**config.mk**
```make
export PLATFORM = sky130hd
export DESIGN_NAME = fifo_irq_ctrl
export DESIGN_NICKNAME = d
export VERILOG_FILES = /design/src/rtl/fifo_irq_pkg.sv /design/src/rtl/fifo_irq_cnt.sv /design/src/rtl/fifo_irq_dp.sv /design/src/rtl/fifo_irq_ctl.sv /design/src/rtl/fifo_irq_ctrl.sv
export SDC_FILE = /design/constraint.sdc
export NUM_CORES = 1
export LEC_CHECK = 0
export ABC_AREA = 1
export BUFFER_PORTS_ARGS = -buffer_cell sky130_fd_sc_hd__buf_2
export CAP_MARGIN = 10
export CORE_ASPECT_RATIO = 2
export CORE_MARGIN = 8
export CORE_UTILIZATION = 60
export CTS_BUF_LIST = sky130_fd_sc_hd__clkbuf_4 sky130_fd_sc_hd__clkbuf_8
export DETAILED_ROUTE_END_ITERATION = 6
export PLACE_DENSITY = 0.86
export SETUP_SLACK_MARGIN = 0.4
export SLEW_MARGIN = 10
export SYNTH_ARGS = -nofsm -noshare
export SYNTH_HDL_FRONTEND = slang
export SYNTH_HIERARCHICAL = 1
export SYNTH_SLANG_ARGS = --single-unit
```
**constraint.sdc**
```tcl
create_clock -name clk -period 12.08 [get_ports clk]
set_input_delay 0.604 -clock clk [delete_from_list [all_inputs] [get_ports clk]]
set_output_delay 0.604 -clock clk [all_outputs]
set_load 0.05 [all_outputs]
```
**src/rtl/fifo_irq_pkg.sv**
```systemverilog
package fifo_irq_pkg;
  localparam int FIELD_W = 5;
  localparam int ISR_W   = 5;

  localparam int BIT_AC97  = 4;
  localparam int BIT_TXTHR = 3;
  localparam int BIT_RXTHR = 2;
  localparam int BIT_TXUND = 1;
  localparam int BIT_RXOVR = 0;

  localparam int CTRL_W     = 17;
  localparam int TXTHR_LSB  = 12;
  localparam int RXTHR_LSB  = 7;

  localparam logic [ISR_W-1:0]   STICKY_MASK = 5'b10011;
  localparam logic [ISR_W-1:0]   ISR_RESET   = 5'b01000;
  localparam logic [FIELD_W-1:0] THR_RESET   = 5'd4;

  localparam logic [2:0] FMT_SPI = 3'd1;

  typedef struct packed {
    logic              evalEn;
    logic              clrSticky;
    logic [ISR_W-1:0]  setMask;
  } isrStrobe_t;
endpackage

```
**src/rtl/fifo_irq_cnt.sv**
```systemverilog
module fifo_irq_cnt
  import fifo_irq_pkg::*;
#(
  parameter int FIFO_DEPTH = 16,
  parameter int LVL_W      = 7,
  parameter int SB_W       = 2
) (
  input  logic [LVL_W-1:0]   level,
  input  logic [SB_W-1:0]    sampleCode,
  output logic [FIELD_W-1:0] samples
);
  localparam logic [LVL_W-1:0]   DEPTH_LVL = LVL_W'(FIFO_DEPTH);
  localparam logic [FIELD_W-1:0] DEPTH_CNT = FIELD_W'(FIFO_DEPTH);

  logic [LVL_W-1:0] divisor;
  logic [LVL_W-1:0] quotient;

  always_comb begin
    divisor  = LVL_W'(sampleCode) + LVL_W'(1);
    quotient = level / divisor;
    samples  = (quotient > DEPTH_LVL) ? DEPTH_CNT : quotient[FIELD_W-1:0];
  end
endmodule

```
**src/rtl/fifo_irq_dp.sv**
```systemverilog
module fifo_irq_dp
  import fifo_irq_pkg::*;
#(
  parameter int FIFO_DEPTH = 16,
  parameter int LVL_W      = 7,
  parameter int SB_W       = 2
) (
  input  logic               clk,
  input  logic               rst_n,
  input  isrStrobe_t         strobe,
  input  logic [LVL_W-1:0]   txLevel,
  input  logic [LVL_W-1:0]   rxLevel,
  input  logic [SB_W-1:0]    sampleBytes,
  input  logic [2:0]         fmt,
  input  logic               busy,
  input  logic [FIELD_W-1:0] txThr,
  input  logic [FIELD_W-1:0] rxThr,
  output logic [ISR_W-1:0]   isr,
  output logic [CTRL_W-1:0]  statusWord
);
  localparam int NDIR = 2;
  localparam logic [FIELD_W-1:0] DEPTH_CNT = FIELD_W'(FIFO_DEPTH);

  logic [LVL_W-1:0]   levels [NDIR];
  logic [FIELD_W-1:0] cnt    [NDIR];

  assign levels[0] = txLevel;
  assign levels[1] = rxLevel;

  for (genvar d = 0; d < NDIR; d++) begin : g_dir
    fifo_irq_cnt #(
      .FIFO_DEPTH(FIFO_DEPTH),
      .LVL_W     (LVL_W),
      .SB_W      (SB_W)
    ) u_cnt (
      .level     (levels[d]),
      .sampleCode(sampleBytes),
      .samples   (cnt[d])
    );
  end

  logic               spiMode;
  logic               txHit;
  logic               rxHit;
  logic               txNotFull;
  logic               rxFull;
  logic [FIELD_W-1:0] rxShown;
  logic [ISR_W-1:0]   isrNext;

  always_comb begin
    spiMode   = (fmt == FMT_SPI);
    txHit     = (cnt[0] <= txThr);
    rxHit     = spiMode | (cnt[1] >= rxThr);
    txNotFull = (cnt[0] < DEPTH_CNT);
    rxFull    = spiMode | (cnt[1] >= DEPTH_CNT);
    rxShown   = spiMode ? DEPTH_CNT : cnt[1];
    statusWord = {cnt[0], 3'b000, rxShown, 1'b0, busy, txNotFull, rxFull};
  end

  always_comb begin
    isrNext = isr;
    if (strobe.clrSticky) isrNext = isrNext & ~STICKY_MASK;
    isrNext = isrNext | (strobe.setMask & STICKY_MASK);
    if (strobe.evalEn) begin
      isrNext[BIT_TXTHR] = txHit;
      isrNext[BIT_RXTHR] = rxHit;
    end
  end

  always_ff @(posedge clk or negedge rst_n) begin
    if (!rst_n) isr <= ISR_RESET;
    else        isr <= isrNext;
  end
endmodule

```
**src/rtl/fifo_irq_ctl.sv**
```systemverilog
module fifo_irq_ctl
  import fifo_irq_pkg::*;
(
  input  logic               clk,
  input  logic               rst_n,
  input  logic               portEn,
  input  logic               isrRd,
  input  logic               txUnderrunPulse,
  input  logic               rxOverrunPulse,
  input  logic               ac97Pulse,
  input  logic               ctrlWe,
  input  logic [CTRL_W-1:0]  ctrlWdata,
  input  logic [ISR_W-1:0]   isr,
  output isrStrobe_t         strobe,
  output logic [FIELD_W-1:0] txThr,
  output logic [FIELD_W-1:0] rxThr,
  output logic               irq
);
  logic [ISR_W-1:0] ienQ;
  logic [1:0]       unusedCtrlBits;

  assign unusedCtrlBits = ctrlWdata[RXTHR_LSB-1:ISR_W];

  always_ff @(posedge clk or negedge rst_n) begin
    if (!rst_n) begin
      txThr <= THR_RESET;
      rxThr <= THR_RESET;
      ienQ  <= '0;
    end else if (ctrlWe) begin
      txThr <= ctrlWdata[TXTHR_LSB +: FIELD_W];
      rxThr <= ctrlWdata[RXTHR_LSB +: FIELD_W];
      ienQ  <= ctrlWdata[ISR_W-1:0];
    end
  end

  always_comb begin
    strobe           = '0;
    strobe.evalEn    = portEn;
    strobe.clrSticky = isrRd;
    strobe.setMask[BIT_TXUND] = portEn & txUnderrunPulse;
    strobe.setMask[BIT_RXOVR] = portEn & rxOverrunPulse;
    strobe.setMask[BIT_AC97]  = portEn & ac97Pulse;
  end

  assign irq = |(ienQ & isr);
endmodule

```
**src/rtl/fifo_irq_ctrl.sv**
```systemverilog
module fifo_irq_ctrl
  import fifo_irq_pkg::*;
#(
  parameter int FIFO_DEPTH       = 16,
  parameter int MAX_SAMPLE_BYTES = 4,
  localparam int LVL_W = $clog2(FIFO_DEPTH * MAX_SAMPLE_BYTES + 1),
  localparam int SB_W  = $clog2(MAX_SAMPLE_BYTES)
) (
  input  logic              clk,
  input  logic              rst_n,
  input  logic              portEn,
  input  logic [2:0]        fmt,
  input  logic [SB_W-1:0]   sampleBytes,
  input  logic [LVL_W-1:0]  txLevel,
  input  logic [LVL_W-1:0]  rxLevel,
  input  logic              busy,
  input  logic              txUnderrunPulse,
  input  logic              rxOverrunPulse,
  input  logic              ac97Pulse,
  input  logic              ctrlWe,
  input  logic [CTRL_W-1:0] ctrlWdata,
  input  logic              isrRd,
  output logic [ISR_W-1:0]  isrRdata,
  output logic [CTRL_W-1:0] statusWord,
  output logic              irq
);
  isrStrobe_t         strobe;
  logic [FIELD_W-1:0] txThr;
  logic [FIELD_W-1:0] rxThr;
  logic [ISR_W-1:0]   isr;

  fifo_irq_ctl u_ctl (
    .clk            (clk),
    .rst_n          (rst_n),
    .portEn         (portEn),
    .isrRd          (isrRd),
    .txUnderrunPulse(txUnderrunPulse),
    .rxOverrunPulse (rxOverrunPulse),
    .ac97Pulse      (ac97Pulse),
    .ctrlWe         (ctrlWe),
    .ctrlWdata      (ctrlWdata),
    .isr            (isr),
    .strobe         (strobe),
    .txThr          (txThr),
    .rxThr          (rxThr),
    .irq            (irq)
  );

  fifo_irq_dp #(
    .FIFO_DEPTH(FIFO_DEPTH),
    .LVL_W     (LVL_W),
    .SB_W      (SB_W)
  ) u_dp (
    .clk        (clk),
    .rst_n      (rst_n),
    .strobe     (strobe),
    .txLevel    (txLevel),
    .rxLevel    (rxLevel),
    .sampleBytes(sampleBytes),
    .fmt        (fmt),
    .busy       (busy),
    .txThr      (txThr),
    .rxThr      (rxThr),
    .isr        (isr),
    .statusWord (statusWord)
  );

  assign isrRdata = isr;
endmodule

```
==> results.json, run 1 <==
{
  "status": "finished, final reports clean",
  "drt_pass1_iterations": 4,
  "grt_overflow": 0,
  "slowest_delay_ns": 0.40,
  "switching_share_pct": 58.5,
  "cts_tree": "built",
  "endpoint_kind": "output port",
  "core_area_um2": 5610,
  "finClkSkew_ns": 0.00273,
  "worst_slack_ns": 2.44,
  "antenna_found_initial": 0,
  "min_path_type": "primary input to asynchronous set/reset pin",
  "placementRows": 39,
  "fin_setup_tns_ns": 0,
  "drc": 0,
  "grt_usage_pct": 16.0,
  "required_ns": 11.48,
  "die_w_um": 69.4,
  "grt_pass1_vias": 3089,
  "cts_num_sinks": 20,
  "ios": 68,
  "multiInputGateArea_um2": 2390,
  "critPathMaxFanout": 16,
  "htree_levels": 1,
  "cts_hold_buf": 0,
  "p_leak_nw": 2.28,
  "diodes": 0,
  "port_buffers": 59,
  "crit_slowest_cell": "a21oi_1",
  "cpLargestDelayFamily": "compound AO/OA/AOI/OAI gates",
  "post_cts_buffers": 0,
  "slew_violations": 0,
  "tritoncts.num_buffers": 3,
  "drtIter0Drc": 124,
  "dieArea_um2": 8520,
  "timing.final.crit_share_pct": 79.8,
  "ant_nets": 0,
  "nFillCells": 509,
  "gp_congestion": 0.911,
  "viasPerCell": 5.06,
  "syn_area_um2": 3420,
  "worst-setup-path-type": "primary input to output port",
  "cap_violations": 0,
  "synth.avg_cell_area_um2": 6.61,
  "vias": 3169,
  "fp.dieH_um": 123,
  "syn2layout_area_growth_pct": 9.65,
  "powerDensity_nw_per_um2": 256,
  "drive_gt1_share_pct": 20.5,
  "grt_max_degree": 31,
  "yosys_warnings": 6,
  "finalHoldViolCount": 0,
  "p_sw_mw": 0.561,
  "combPwrFrac_pct": 84.6,
  "intPower_mw": 0.399,
  "fmax_mhz": 104,
  "crit_arrival_ns": 9.04,
  "stdcell_count": 626,
  "setup_viol": 0,
  "initial_core_util_pct": 61.0,
  "cp_num_buf_inv": 9,
  "place_inst": 622,
  "clk_latency_ns": 0.25,
  "cts.path.max_buffers": 2,
  "power_mw": 0.959,
  "path_clk_slew_ns": 0.07,
  "rsz0062_at_grt": "no",
  "pwr-share-clk_pct": 6.8,
  "dp_slack_ns": 2.46,
  "sequentialPowerShare_pct": 8.5,
  "wl_per_cell_um": 11.4,
  "dp_hpwl_um": 6080,
  "ctsRootBufferMaster": "clkbuf_8",
  "cts_resized": 0,
  "synth_cells": 518,
  "min_period_ns": 9.64,
  "layout.nets": 663,
  "ir_drop_mv": 0.298,
  "register_area_um2": 504,
  "drt_wl_total_um": 7110,
  "start_kind": "primary input",
  "grt_pass1_wl_um": 12000
}
[registers in the layout, indices dropped and copies added, names as in the netlist]
register     cells
u_ctl/ienQ       5
u_ctl/rxThr      5
u_ctl/txThr      5
u_dp/isr         5
[metal layers]
metal,global-route usage [%],routed length [µm]
met2,32.1,3920
met5,0,0
met3,2.67,242
met1,16.5,2910
met4,3.61,45
[cell type report]
class                      instances  area share [%]
clock inverter                     1           0.800
sequential                        20            13.4
clock buffer                       3            1.10
multi-input combinational        370            63.6
timing repair buffer              59            7.87
inverter                         112            11.2
tap                               61            2.03
[final timing paths]
path / startpoint / endpoint / slack [ns] / cells past startpoint
worst min register to register: u_ctl/rxThr[2]$_DFFE_PN1P_ / u_ctl/rxThr[2]$_DFFE_PN1P_ / 0.47 / 2
min in group clk: u_ctl/rxThr[2]$_DFFE_PN1P_ / u_ctl/rxThr[2]$_DFFE_PN1P_ / 0.47 / 2
max in group asynchronous: rst_n / u_dp/isr[3]$_DFFE_PN1P_ / 11.47 / 1
worst max register to register: u_ctl/rxThr[2]$_DFFE_PN1P_ / u_dp/isr[2]$_DFFE_PN0P_ / 10.75 / 6
worst max-delay path: sampleBytes[0] / statusWord[14] / 2.44 / 52
worst min-delay path: rst_n / u_ctl/ienQ[2]$_DFFE_PN0P_ / 0.28 / 1
[power by group through the flow]
stage / Combinational (mW) / Sequential, mW / Clock (mW)
CTS: 0.815 / 0.0820 / 0.0671
floorplan: 0.668 / 0.0945 / 0
finish: 0.812 / 0.0819 / 0.0654
detailed placement: 0.809 / 0.0833 / 0
global placement: 0.789 / 0.0829 / 0
global route: 0.919 / 0.0830 / 0.0682
[per-stage QoR]
stage / utilization, % / area, µm² / hold WS [ns]
after floorplan: - / 3430 / 0.308
after global placement: 65.6 / 3680 / 0.462
after detailed placement: 65.6 / 3680 / 0.462
after CTS: 66.9 / 3750 / 0.285
after global routing: 66.9 / 3750 / 0.307
final: 66.9 / 3750 / 0.278
[placed cells by master, fill, tap and decap left out, drive strengths merged, types with 4 or more instances in the layout]
master and instances:
ha 52, nand2 142, nor2 37, nand3 23, o21bai 10, inv 112, buf 59, conb 4
nand4 9, xor2 13, o21ai 37, a21oi 28, dfrtp 17
[worst reg2reg max path: stages (launching register included)]
cell	delay, ns
dfstp_2	0.53
inv_1	0.04
ha_1	0.30
a21oi_1	0.15
o21ai_0	0.09
nand2_1	0.06
a21oi_1	0.05
Power figures use the tool's default switching activity.
==> inputs of run 2 (changes only) <==
ABC_AREA = 0   (was 1)
CORE_UTILIZATION = 57   (was 60)
PLACE_DENSITY = 0.83   (was 0.86)
clock period = 9.8 ns   (was 12.08 ns; I/O delays follow)
==> run 2 against run 1 <==
Non-clock buffer count grew 61. Die area shrank 3.1%. Highest routed layer unchanged. Sequential power grew 23%. First-iteration DRC count grew 90%. Utilization grew 15 points. Design area grew 17%. Clock skew shrank 0.0015 ns. Final cell count shrank 16%. Flip-flop and latch count is the same. Largest power group unchanged. Synthesized cell count shrank 32%. Clock power shrank 17%.
==> results.json, run 2 <==
{
  "worst-setup-path-type": "primary input to output port",
  "timing.final.crit_share_pct": 95.9,
  "endpoint_kind": "output port",
  "powerDensity_nw_per_um2": 241,
  "pwr-share-clk_pct": 5.1,
  "synth.avg_cell_area_um2": 8.84,
  "cts_num_sinks": 20,
  "clk_latency_ns": 0.25,
  "worstReg2RegStart": "u_ctl/txThr[2]$_DFFE_PN1P_",
  "ios": 68,
  "intPower_mw": 0.566,
  "grt_pass1_vias": 3338,
  "finClkSkew_ns": 0.00123,
  "layout.nets": 561,
  "drt_wl_total_um": 9630,
  "core_area_um2": 5370,
  "maxSlewHeadroom_pct": 64.1,
  "grt_util_met1_pct": 19.3,
  "p_sw_mw": 0.495,
  "grt_util_met2_pct": 38.6,
  "busiest_layer": "met2",
  "ant_nets": 0,
  "yosys_warnings": 6,
  "synth_cells": 354,
  "p_leak_nw": 2.13,
  "crit_slowest_cell": "or4b_4",
  "mostFrequentLayoutCell": "buf_4",
  "reg2reg_slack_ns": 8.38,
  "fin_setup_tns_ns": 0,
  "drtIter0Drc": 236,
  "dieArea_um2": 8260,
  "r2r_end": "u_dp/isr[3]$_DFFE_PN1P_",
  "syn_area_um2": 3130,
  "ir_drop_mv": 0.162,
  "setup_viol": 0,
  "path_clk_slew_ns": 0.07,
  "path_depth": 42,
  "gp_congestion": 0.895,
  "die_w_um": 68.4,
  "htree_levels": 1,
  "ctsRootBufferMaster": "clkbuf_8",
  "drc": 0,
  "grt_overflow": 0,
  "dpl_cell_area_um2": 3670,
  "rsz0062_at_grt": "yes",
  "crit_arrival_ns": 8.90,
  "place_inst": 495,
  "min_path_type": "primary input to asynchronous set/reset pin",
  "slew_violations": 0,
  "drt_pass1_iterations": 4,
  "tritoncts.num_buffers": 3,
  "initial_core_util_pct": 58.3,
  "start_kind": "primary input",
  "grt_pass1_wl_um": 13800,
  "port_buffers": 59,
  "critPathMaxFanout": 8,
  "layout_common_cells": "buf_4 (58), buf_2 (56), ha_1 (36)",
  "finalHoldViolCount": 0,
  "wl_per_cell_um": 18.4,
  "required_ns": 9.31,
  "grt_usage_pct": 20.2,
  "drive_gt1_share_pct": 49.9,
  "viasPerCell": 6.14,
  "placementRows": 38,
  "sequentialPowerShare_pct": 9.6,
  "worstRegToRegCells": 5,
  "min_period_ns": 9.39,
  "cap_violations": 0,
  "gr-usage-met3_pct": 2.32,
  "fmax_mhz": 106,
  "stdcell_count": 523,
  "antenna_found_initial": 0,
  "cts_tree": "built",
  "cpLargestDelayFamily": "simple AND/OR/NAND/NOR gates",
  "status": "finished, final reports clean",
  "dp_hpwl_um": 6650,
  "switching_share_pct": 46.7,
  "crit_path_frequent_cell": "ha_4",
  "cp-startpoint": "sampleBytes[0]",
  "cp_num_buf_inv": 6,
  "slowest_delay_ns": 0.56,
  "cts.path.max_buffers": 2,
  "diodes": 0,
  "syn2layout_area_growth_pct": 40.4,
  "postLayoutCellArea_um2": 4400,
  "grt_max_degree": 21,
  "worst_slew_pin_slew_ns": 0.532,
  "fp.dieH_um": 121,
  "combPwrFrac_pct": 85.3,
  "vias": 3213
}
run 2: timing repair:
item                                    4_1_cts  5_1_grt
hold buffers                                  0        0
buffers inserted                              9       15
endpoints found under the setup margin        4        4
pin swaps                                    11       32
gates resized for setup                      28       60
run 2: power by group through the flow:
stage | Sequential (mW) | Clock [mW] | Combinational [mW]
global placement | 0.102 | 0 | 0.665
CTS | 0.101 | 0.0564 | 0.755
detailed placement | 0.103 | 0 | 0.690
finish | 0.101 | 0.0545 | 0.905
global route | 0.103 | 0.0588 | 0.967
floorplan | 0.116 | 0 | 0.489
run 2: layer usage:
layer  share of wire [%]  routed length [µm]
met5                   0                   0
met4                 4.3                 414
met3                 4.7                 454
met2                  55                5330
met1                  36                3430
run 2: layout make-up:
cell class              count  area [µm²]
multi-input cells         282        2840
fillers                   318         976
clock buffers               4        48.8
flip-flops and latches     20         504
repair buffers            120         788
well taps                  60        75.1
inverters                  37         143
run 2: worst max-delay path by stage:
stage / endpoint / slack [ns]
final: statusWord[12] / 0.41
after global routing: statusWord[12] / 0.15
after CTS: statusWord[12] / 0.42
after detailed placement: statusWord[12] / -0.03
after global placement: u_dp/isr[2]$_DFFE_PN0P_ / 0.02
after floorplan: u_dp/isr[3]$_DFFE_PN1P_ / 0.41
run 2: worst reg2reg max path, delay by kind of cell, from the launching register on:
kind | cells | cell delay, ns
AOI/OAI and AO/OA | 3 | 0.51
buffers and inverters | 1 | 0.04
adders and majority gates | 1 | 0.28
DFF | 1 | 0.53
run 2: stage by stage:
stage	total power [mW]	hold slack (ns)	setup WS [ns]	util, %
after floorplan	0.605	0.194	0.409	-
after CTS	0.912	0.180	0.423	73.1
after detailed placement	0.792	0.449	-0.0329	68.4
after global placement	0.767	0.450	0.0166	68.4
after global routing	1.13	0.202	0.155	81.8
final	1.06	0.174	0.407	81.8
